$ cat src/rtl/ta_pkg.sv
package ta_pkg;
  typedef enum logic [1:0] {
    TA_IDLE  = 2'd0,
    TA_ARMED = 2'd1,
    TA_OPEN  = 2'd2
  } ta_state_e;
endpackage

$ cat src/rtl/ta_reset_sync.sv
module ta_reset_sync (
  input  logic clk,
  input  logic rst_n,
  output logic rst_n_sync
);
  logic [1:0] sync_q;

  always_ff @(posedge clk or negedge rst_n) begin
    if (!rst_n) sync_q <= 2'b00;
    else        sync_q <= {sync_q[0], 1'b1};
  end

  assign rst_n_sync = sync_q[1];
endmodule

$ cat src/rtl/ta_addr_match.sv
module ta_addr_match #(
  parameter int AW = 8,
  parameter int NPROT = 2,
  parameter logic [NPROT*AW-1:0] PROT_LIST = {8'hD8, 8'h87},
  parameter logic [AW-1:0] KEY_ADDR = 8'hC7
) (
  input  logic          wr,
  input  logic [AW-1:0] addr,
  output logic          key_wr,
  output logic          prot_wr
);
  logic [NPROT-1:0] hit;

  for (genvar i = 0; i < NPROT; i++) begin : g_cmp
    assign hit[i] = (addr == PROT_LIST[i*AW +: AW]);
  end

  assign key_wr  = wr && (addr == KEY_ADDR);
  assign prot_wr = wr && (|hit);
endmodule

$ cat src/rtl/ta_window_timer.sv
module ta_window_timer #(
  parameter int WIN = 3
) (
  input  logic clk,
  input  logic rst_n,
  input  logic restart,
  input  logic run,
  input  logic tick,
  output logic expire
);
  localparam int CW = $clog2(WIN + 1);
  localparam logic [CW-1:0] LAST = CW'(WIN - 1);

  logic [CW-1:0] cnt_q, cnt_d;
  logic          cnt_en;

  assign expire = run && tick && !restart && (cnt_q == LAST);
  assign cnt_en = restart || (run && tick);

  always_comb begin
    cnt_d = cnt_q;
    if (restart)     cnt_d = '0;
    else if (expire) cnt_d = '0;
    else if (run && tick) cnt_d = cnt_q + 1'b1;
  end

  always_ff @(posedge clk or negedge rst_n) begin
    if (!rst_n)      cnt_q <= '0;
    else if (cnt_en) cnt_q <= cnt_d;
  end

  assert_cnt_bound_R6: assert property (@(posedge clk) disable iff (!rst_n)
    cnt_q <= LAST);
  assert_restart_clears_R10: assert property (@(posedge clk) disable iff (!rst_n)
    restart |=> (cnt_q == '0));
endmodule

$ cat src/rtl/ta_key_seq.sv
module ta_key_seq
  import ta_pkg::*;
#(
  parameter int DW = 8,
  parameter logic [DW-1:0] KEY1 = 8'hAA,
  parameter logic [DW-1:0] KEY2 = 8'h55
) (
  input  logic          clk,
  input  logic          rst_n,
  input  logic          key_wr,
  input  logic          prot_wr,
  input  logic [DW-1:0] wdata,
  input  logic          expire,
  output logic          restart,
  output logic          run,
  output logic          grant,
  output logic          is_open
);
  ta_state_e state_q, state_d;

  always_comb begin
    state_d = state_q;
    restart = 1'b0;
    unique case (state_q)
      TA_IDLE: begin
        if (key_wr && wdata == KEY1) begin
          state_d = TA_ARMED;
          restart = 1'b1;
        end
      end
      TA_ARMED: begin
        if (key_wr) begin
          if (wdata == KEY2) begin
            state_d = TA_OPEN;
            restart = 1'b1;
          end else begin
            state_d = TA_IDLE;
          end
        end else if (expire) begin
          state_d = TA_IDLE;
        end
      end
      TA_OPEN: begin
        if (key_wr) begin
          if (wdata == KEY1) begin
            state_d = TA_ARMED;
            restart = 1'b1;
          end else begin
            state_d = TA_IDLE;
          end
        end else if (prot_wr || expire) begin
          state_d = TA_IDLE;
        end
      end
      default: state_d = TA_IDLE;
    endcase
  end

  always_ff @(posedge clk or negedge rst_n) begin
    if (!rst_n) state_q <= TA_IDLE;
    else        state_q <= state_d;
  end

  assign run     = (state_q != TA_IDLE);
  assign is_open = (state_q == TA_OPEN);
  assign grant   = is_open && prot_wr;

  assert_one_shot_R7: assert property (@(posedge clk) disable iff (!rst_n)
    grant |=> (state_q == TA_IDLE));
  assert_open_needs_key_R2: assert property (@(posedge clk) disable iff (!rst_n)
    (state_q == TA_OPEN && $past(state_q) != TA_OPEN) |->
      $past(key_wr && wdata == KEY2 && state_q == TA_ARMED));
  assert_abort_R4: assert property (@(posedge clk) disable iff (!rst_n)
    (state_q == TA_ARMED && key_wr && wdata != KEY2) |=> (state_q == TA_IDLE));
  assert_expire_closes_R6: assert property (@(posedge clk) disable iff (!rst_n)
    (expire && !key_wr) |=> (state_q == TA_IDLE));
endmodule

$ cat src/rtl/timed_access_gate.sv
module timed_access_gate #(
  parameter int AW = 8,
  parameter int DW = 8,
  parameter int NPROT = 2,
  parameter logic [NPROT*AW-1:0] PROT_LIST = {8'hD8, 8'h87},
  parameter logic [AW-1:0] KEY_ADDR = 8'hC7,
  parameter logic [DW-1:0] KEY1 = 8'hAA,
  parameter logic [DW-1:0] KEY2 = 8'h55,
  parameter int WIN = 3
) (
  input  logic          clk,
  input  logic          rst_n,
  input  logic          bus_wr,
  input  logic [AW-1:0] bus_addr,
  input  logic [DW-1:0] bus_wdata,
  input  logic          mc_tick,
  output logic          prot_wr_ok,
  output logic          unlocked
);
  logic rst_s;
  logic key_wr, prot_wr;
  logic restart, run, expire;

  ta_reset_sync u_rst (
    .clk(clk), .rst_n(rst_n), .rst_n_sync(rst_s)
  );

  ta_addr_match #(
    .AW(AW), .NPROT(NPROT), .PROT_LIST(PROT_LIST), .KEY_ADDR(KEY_ADDR)
  ) u_match (
    .wr(bus_wr), .addr(bus_addr), .key_wr(key_wr), .prot_wr(prot_wr)
  );

  ta_window_timer #(.WIN(WIN)) u_timer (
    .clk(clk), .rst_n(rst_s), .restart(restart), .run(run),
    .tick(mc_tick), .expire(expire)
  );

  ta_key_seq #(.DW(DW), .KEY1(KEY1), .KEY2(KEY2)) u_seq (
    .clk(clk), .rst_n(rst_s), .key_wr(key_wr), .prot_wr(prot_wr),
    .wdata(bus_wdata), .expire(expire), .restart(restart), .run(run),
    .grant(prot_wr_ok), .is_open(unlocked)
  );

  assert_grant_bus_R5: assert property (@(posedge clk) disable iff (!rst_s)
    prot_wr_ok |-> (bus_wr && bus_addr != KEY_ADDR));
  assert_reset_locked_R1: assert property (@(posedge clk)
    $rose(rst_s) |-> !unlocked);
endmodule

$ cat config.mk
export PLATFORM = sky130hd
export DESIGN_NAME = timed_access_gate
export DESIGN_NICKNAME = d
export VERILOG_FILES = /design/src/rtl/ta_pkg.sv /design/src/rtl/ta_reset_sync.sv /design/src/rtl/ta_addr_match.sv /design/src/rtl/ta_window_timer.sv /design/src/rtl/ta_key_seq.sv /design/src/rtl/timed_access_gate.sv
export SDC_FILE = /design/constraint.sdc
export NUM_CORES = 1
export LEC_CHECK = 0
export BUFFER_PORTS_ARGS = -buffer_cell sky130_fd_sc_hd__buf_4
export CAP_MARGIN = 5
export CORE_AREA = 10 10 47 49
export CTS_CLUSTER_DIAMETER = 150
export CTS_CLUSTER_SIZE = 25
export DETAILED_ROUTE_END_ITERATION = 10
export DIE_AREA = 0 0 57 59
export PLACE_DENSITY = 0.68
export SKIP_LAST_GASP = 1
export SLEW_MARGIN = 20
export SYNTH_ARGS = -nofsm -noshare
export SYNTH_HDL_FRONTEND = slang
export SYNTH_SLANG_ARGS = --single-unit
export TNS_END_PERCENT = 50
$ cat constraint.sdc
create_clock -name clk -period 0.98 [get_ports clk]
set_input_delay 0.196 -clock clk [delete_from_list [all_inputs] [get_ports clk]]
set_output_delay 0.196 -clock clk [all_outputs]
set_load 0.1 [all_outputs]
## Word-level counts from Yosys, hierarchy flattened

Cells that the tools add are included.

| storage, ports and cells | value |
|---|---|
| word-level logic and storage cells | 48 |
| input port bits | 20 |
| output and inout port bits | 2 |
| register bits | 6 |

| operators by class | value |
|---|---|
| add/sub/neg operators | 1 |
| reduce and logical (&&, ||, !) cells | 16 |
| mux-type cells | 17 |
| equal/unequal tests | 11 |

Operators by type and width:

| cell | number |
|---|---|
| $eq 8x8->1 const B | 4 |
| $mux 2 | 9 |
| $eq 8x7->1 const B | 1 |
| $logic_and 1x1->1 | 7 |
| $mux 1 | 6 |
| $pmux 2 s3 | 1 |
| $eq 2x2->1 const B | 2 |
| $ne 3x1->1 const B | 1 |
| $ne 3x2->1 const B | 1 |
| $pmux 1 s3 | 1 |
| $reduce_and 3->1 | 1 |
| $reduce_bool 3->1 | 1 |
| $add 2x1->2 const B | 1 |
| $eq 2x1->1 const B | 1 |
| $logic_not 2->1 | 1 |
| $logic_or 1x1->1 | 2 |
| $ne 2x1->1 const B | 1 |
| $reduce_and 2->1 | 1 |
| $reduce_bool 2->1 | 1 |
| $reduce_or 2->1 | 1 |
| $logic_not 1->1 | 1 |

## Longest topological paths before layout

| logic depth | value |
|---|---|
| depth in word-level cells | 12 |
| depth in mapped cells | 6 |
| mapped depth without buffers | 6 |

## Modules after synthesis

From an unflattened synthesis, not the netlist that was laid out.

| second synthesis, totals | value |
|---|---|
| cells, all modules | 52 |
| area, all modules | 531.8 µm² |

By module, submodules not included:

| module | seq. area each (µm²) | area an instance (µm²) | instances | cells each |
|---|---|---|---|---|
| ta_key_seq | 50.0 | 302.8 | 1 | 30 |
| ta_window_timer | 50.0 | 112.6 | 1 | 10 |
| ta_addr_match | 0.0 | 62.6 | 1 | 9 |
| ta_reset_sync | 50.0 | 53.8 | 1 | 3 |

## Worst setup path before layout

Ideal clock, no wire load.

| timing path | value |
|---|---|
| kind | flip-flop to output port |
| start point | register u_seq.state_q[0] |
| end point | output port prot_wr_ok |
| data arrival time | 6.121 ns |
| data required time | 0.784 ns |
| cell stages (with the launch flop) | 5 |
| setup slack | -5.337 ns |
| buffers on the path | 0 |
| cells stage by stage | dfrtp_1 inv_1 ha_1 inv_1 a2111oi_0 |

| between the ends | value |
|---|---|
| cells in the longest elaborated chain, start to end | 2 |

Ends and longest elaborated chain:

| what | line | text |
|---|---|---|
| from (decl) | ta_key_seq.sv:19 | `ta_state_e state_q, state_d;` |
| from (signal assigned) | ta_key_seq.sv:61 | `else state_q <= state_d;` |
| $eq 2x2->1 | ta_key_seq.sv:65 | `assign is_open = (state_q == TA_OPEN);` |
| via unlocked | timed_access_gate.sv:18 | `output logic unlocked` |
| $logic_and 1x1->1 | ta_key_seq.sv:66 | `assign grant = is_open && prot_wr;` |
| to (decl) | timed_access_gate.sv:17 | `output logic prot_wr_ok,` |

The timed path passes the listed nets, and every way through them passes these cells.

## Final worst setup path

| timing path | value |
|---|---|
| start point | input port bus_addr[3] |
| end point | output port prot_wr_ok |

| between the ends | value |
|---|---|
| cells in the longest elaborated chain, start to end | 4 |
| elaborated cells between the ends (all ways) | 5 |
| those cells by class | eq/ne: 2; reduce/logical: 3 |

Ends and longest elaborated chain:

| what | line | text |
|---|---|---|
| from (decl) | timed_access_gate.sv:14 | `input logic [AW-1:0] bus_addr,` |
| $eq 8x8->1 | ta_addr_match.sv:15 | `assign hit[i] = (addr == PROT_LIST[i*AW +: AW]);` |
| $reduce_or 2->1 (*) | ta_addr_match.sv:19 | `assign prot_wr = wr && (\|hit);` |
| $logic_and 1x1->1 (*) | ta_addr_match.sv:19 |  |
| $logic_and 1x1->1 (*) | ta_key_seq.sv:66 |  |

Mark *: on every way between the ends. The rest lies on a longest branch, timed or not.

==> flow_summary.json <==
{
  "viasPerCell": 5.06,
  "synth_xor_area_frac": 0,
  "power.internal_mw": 1.03,
  "arrival_ns": 1.43,
  "synth_edf_count": 0,
  "pwr-share-comb": 0.629,
  "core-area_um2": 1400,
  "grt_usage": 0.105,
  "clock_sinks": 6,
  "p_clk_frac": 0.145,
  "status": "finished, violations left",
  "syn-cell-area_um2": 489,
  "leakagePower_nw": 0.437,
  "post_drt_wl_per_cell_um": 15.2,
  "synth_seq_cells": 6,
  "first_pass_iters": 4,
  "nets": 125,
  "drive_gt1_frac": 0.602,
  "share_seq_of_total_power": 0.226,
  "yosys_warnings": 0,
  "syn_inst": 54,
  "num_antenna_cells": 0,
  "ios": 22,
  "grt.overflow.total": 0,
  "synth_fa_ha_area_frac": 0.128,
  "row_count": 14,
  "synth_seq_area_share": 0.307,
  "finalSetupViolCount": 6,
  "fp.dieW_um": 57,
  "numCtsBuffers": 3,
  "vias": 577,
  "wl_mm": 1.74,
  "grt_first_pass_wirelength_mm": 2.79,
  "cts_tree": "built",
  "fin_skew_ns": 0.00600,
  "cp-start-kind": "primary input",
  "switching_share": 0.358,
  "synth_compound_area_frac": 0.161,
  "vdd_ir_drop_max_mv": 1.35,
  "die_y_um": 59,
  "start_util": 0.349,
  "synthDistinctLibCells": 25,
  "final_util": 0.698,
  "hpwlAfterDp_mm": 1.30,
  "synthMuxAreaShare": 0.0205,
  "async_flop_share": 1.00,
  "finalHoldViolCount": 0,
  "insertion_delay_ns": 0.25,
  "synthToLayoutAreaGrowth_pct": 100,
  "cts_max_level": 1,
  "violations": "setup timing",
  "synthTopCellsByCount": "dfrtp_1, inv_1, ha_1, nor2_1, a21oi_1",
  "drt_iter0_markers": 7,
  "maxCapViolCount": 0,
  "grt_setup_unrepaired": "yes",
  "ys.flop_type": "dfrtp_1",
  "total_power_mw": 1.60,
  "hp-class": "register to async pin",
  "crit_path_max_fanout": 2,
  "syn_nets": 79,
  "min_period_over_period": 1.66,
  "post-route-drc-count": 0,
  "synth_top_family_by_area": "simple AND/OR/NAND/NOR gates",
  "placed_cells": 105,
  "crit_start": "bus_addr[3]",
  "layout.cells.non_filler": 114,
  "drv_slew": 0,
  "p_per_area_nw_per_um2": 1640,
  "synth_top_area_cell": "dfrtp_1",
  "required_ns": 0.78,
  "endpoint_kind": "output port",
  "p_switching_mw": 0.574,
  "dieArea_um2": 3360,
  "ys_top_cells_by_area": "dfrtp_1, ha_1, inv_1, or4bb_1, a21oi_1",
  "first_global_vias": 657,
  "cts_buffer_depth": 2,
  "yosys.area.top_type_share": 0.307,
  "fmax_ghz": 0.616,
  "cts-root-buf": "clkbuf_4",
  "rr_startpoint": "u_seq.state_q[0]",
  "synth-simple-area-share": 0.330,
  "clk_pin_slew_worst_paths_ns": 0.05,
  "syn_avg_cell_area_um2": 9.06,
  "path_class": "primary input to output port",
  "min_period_ns": 1.62,
  "io_buffers": 21,
  "grt_max_degree": 5,
  "ant_nets": 0,
  "antenna_found_initial": 0,
  "finalWeightedCongestion": 0.774,
  "setup_slack_ns": -0.644
}
==> power groups by stage <==
stage	Combinational (mW)	Clock (mW)	Sequential [mW]
2_1_floorplan	0.380	0	0.357
3_3_place_gp	0.665	0	0.358
3_5_place_dp	0.700	0	0.369
4_1_cts	0.926	0.235	0.359
5_1_grt	1.09	0.249	0.366
6_report	1.01	0.232	0.362
==> path summary, 6_finish.rpt <==
path                                    end  slack (ns)  depth (start not counted)
max                              prot_wr_ok       -0.64                          6
min                        u_timer.cnt_q[0]        0.06                          0
max reg2reg                u_timer.cnt_q[1]       -0.64                          8
min reg2reg                u_timer.cnt_q[0]        0.06                          0
max in group asynchronous   u_rst.sync_q[1]        0.59                          2
min in group clk            u_rst.sync_q[1]        0.36                          0
==> metrics by stage <==
stage	instance area (um2)	hold slack, ns	setup slack, ns	setup TNS (ns)
2_1_floorplan	533	-0.0996	-1.28	-3.19
3_3_place_gp	816	-0.0221	-0.682	-3.16
3_5_place_dp	816	-0.0211	-0.738	-3.34
4_1_cts	966	0.0683	-0.658	-3.34
5_1_grt	978	0.0738	-0.727	-3.85
6_report	978	0.0633	-0.644	-3.45
==> critical path, cell delays in order <==
cell and delay, ns:
buf_6 0.09, and4bb_2 0.29, nand3b_1 0.11, buf_4 0.16, a2111oi_4 0.30, buf_6 0.27
==> what timing repair did <==
item,CTS,global route
hold endpoints to repair,2,0
gates resized for setup,19,3
pin swaps,7,1
setup buffers,5,0
setup endpoints to repair,6,6
hold buffers,1,0
==> cell usage in the layout, fill, tap and decap left out, drive strengths merged, types with 2 or more instances in the layout <==
master / count
nor3: 3
a21oi: 4
o21ai: 2
clkbuf: 3
ha: 5
a2111oi: 2
nand2: 3
inv: 6
nor2: 5
buf: 40
or4bb: 2
nand3: 2
nor4bb: 2
dfrtp: 6
==> sequential cells by signal, summed over array words and instances (netlist names) <==
| signal | count |
|---|---|
| u_seq.state_q | 2 |
| u_rst.sync_q | 2 |
| u_timer.cnt_q | 2 |
==> layout make-up <==
type	count	area, um2
repair buffers	41	345
well taps	16	20.0
clock buffers	3	22.5
inverters	6	22.5
fillers	110	423
flip-flops and latches	6	150
multi-input cells	42	418
==> layer usage <==
| metal | global-route usage | routed length, um | share of wire | vias to the layer above |
|---|---|---|---|---|
| met3 | 0.0300 | 71 | 0.041 | 2 |
| li1 | - | - | - | 288 |
| met2 | 0.212 | 1030 | 0.59 | 18 |
| met1 | 0.0905 | 616 | 0.35 | 269 |
| met5 | 0 | 0 | 0 | - |
| met4 | 0.0503 | 16 | 0.0092 | 0 |
==> kinds of logic (layout without fill, tap and decap cells) <==
logic type / after synthesis / count (layout)
and+or+nand+nor: 24 / 24
DFF: 6 / 6
other: 1 / 1
muxes: 1 / 1
adders and majority gates: 5 / 5
buffers and inverters: 6 / 50
AOI/OAI and AO/OA: 11 / 11
No activity file was read; power rests on OpenSTA's default activity.
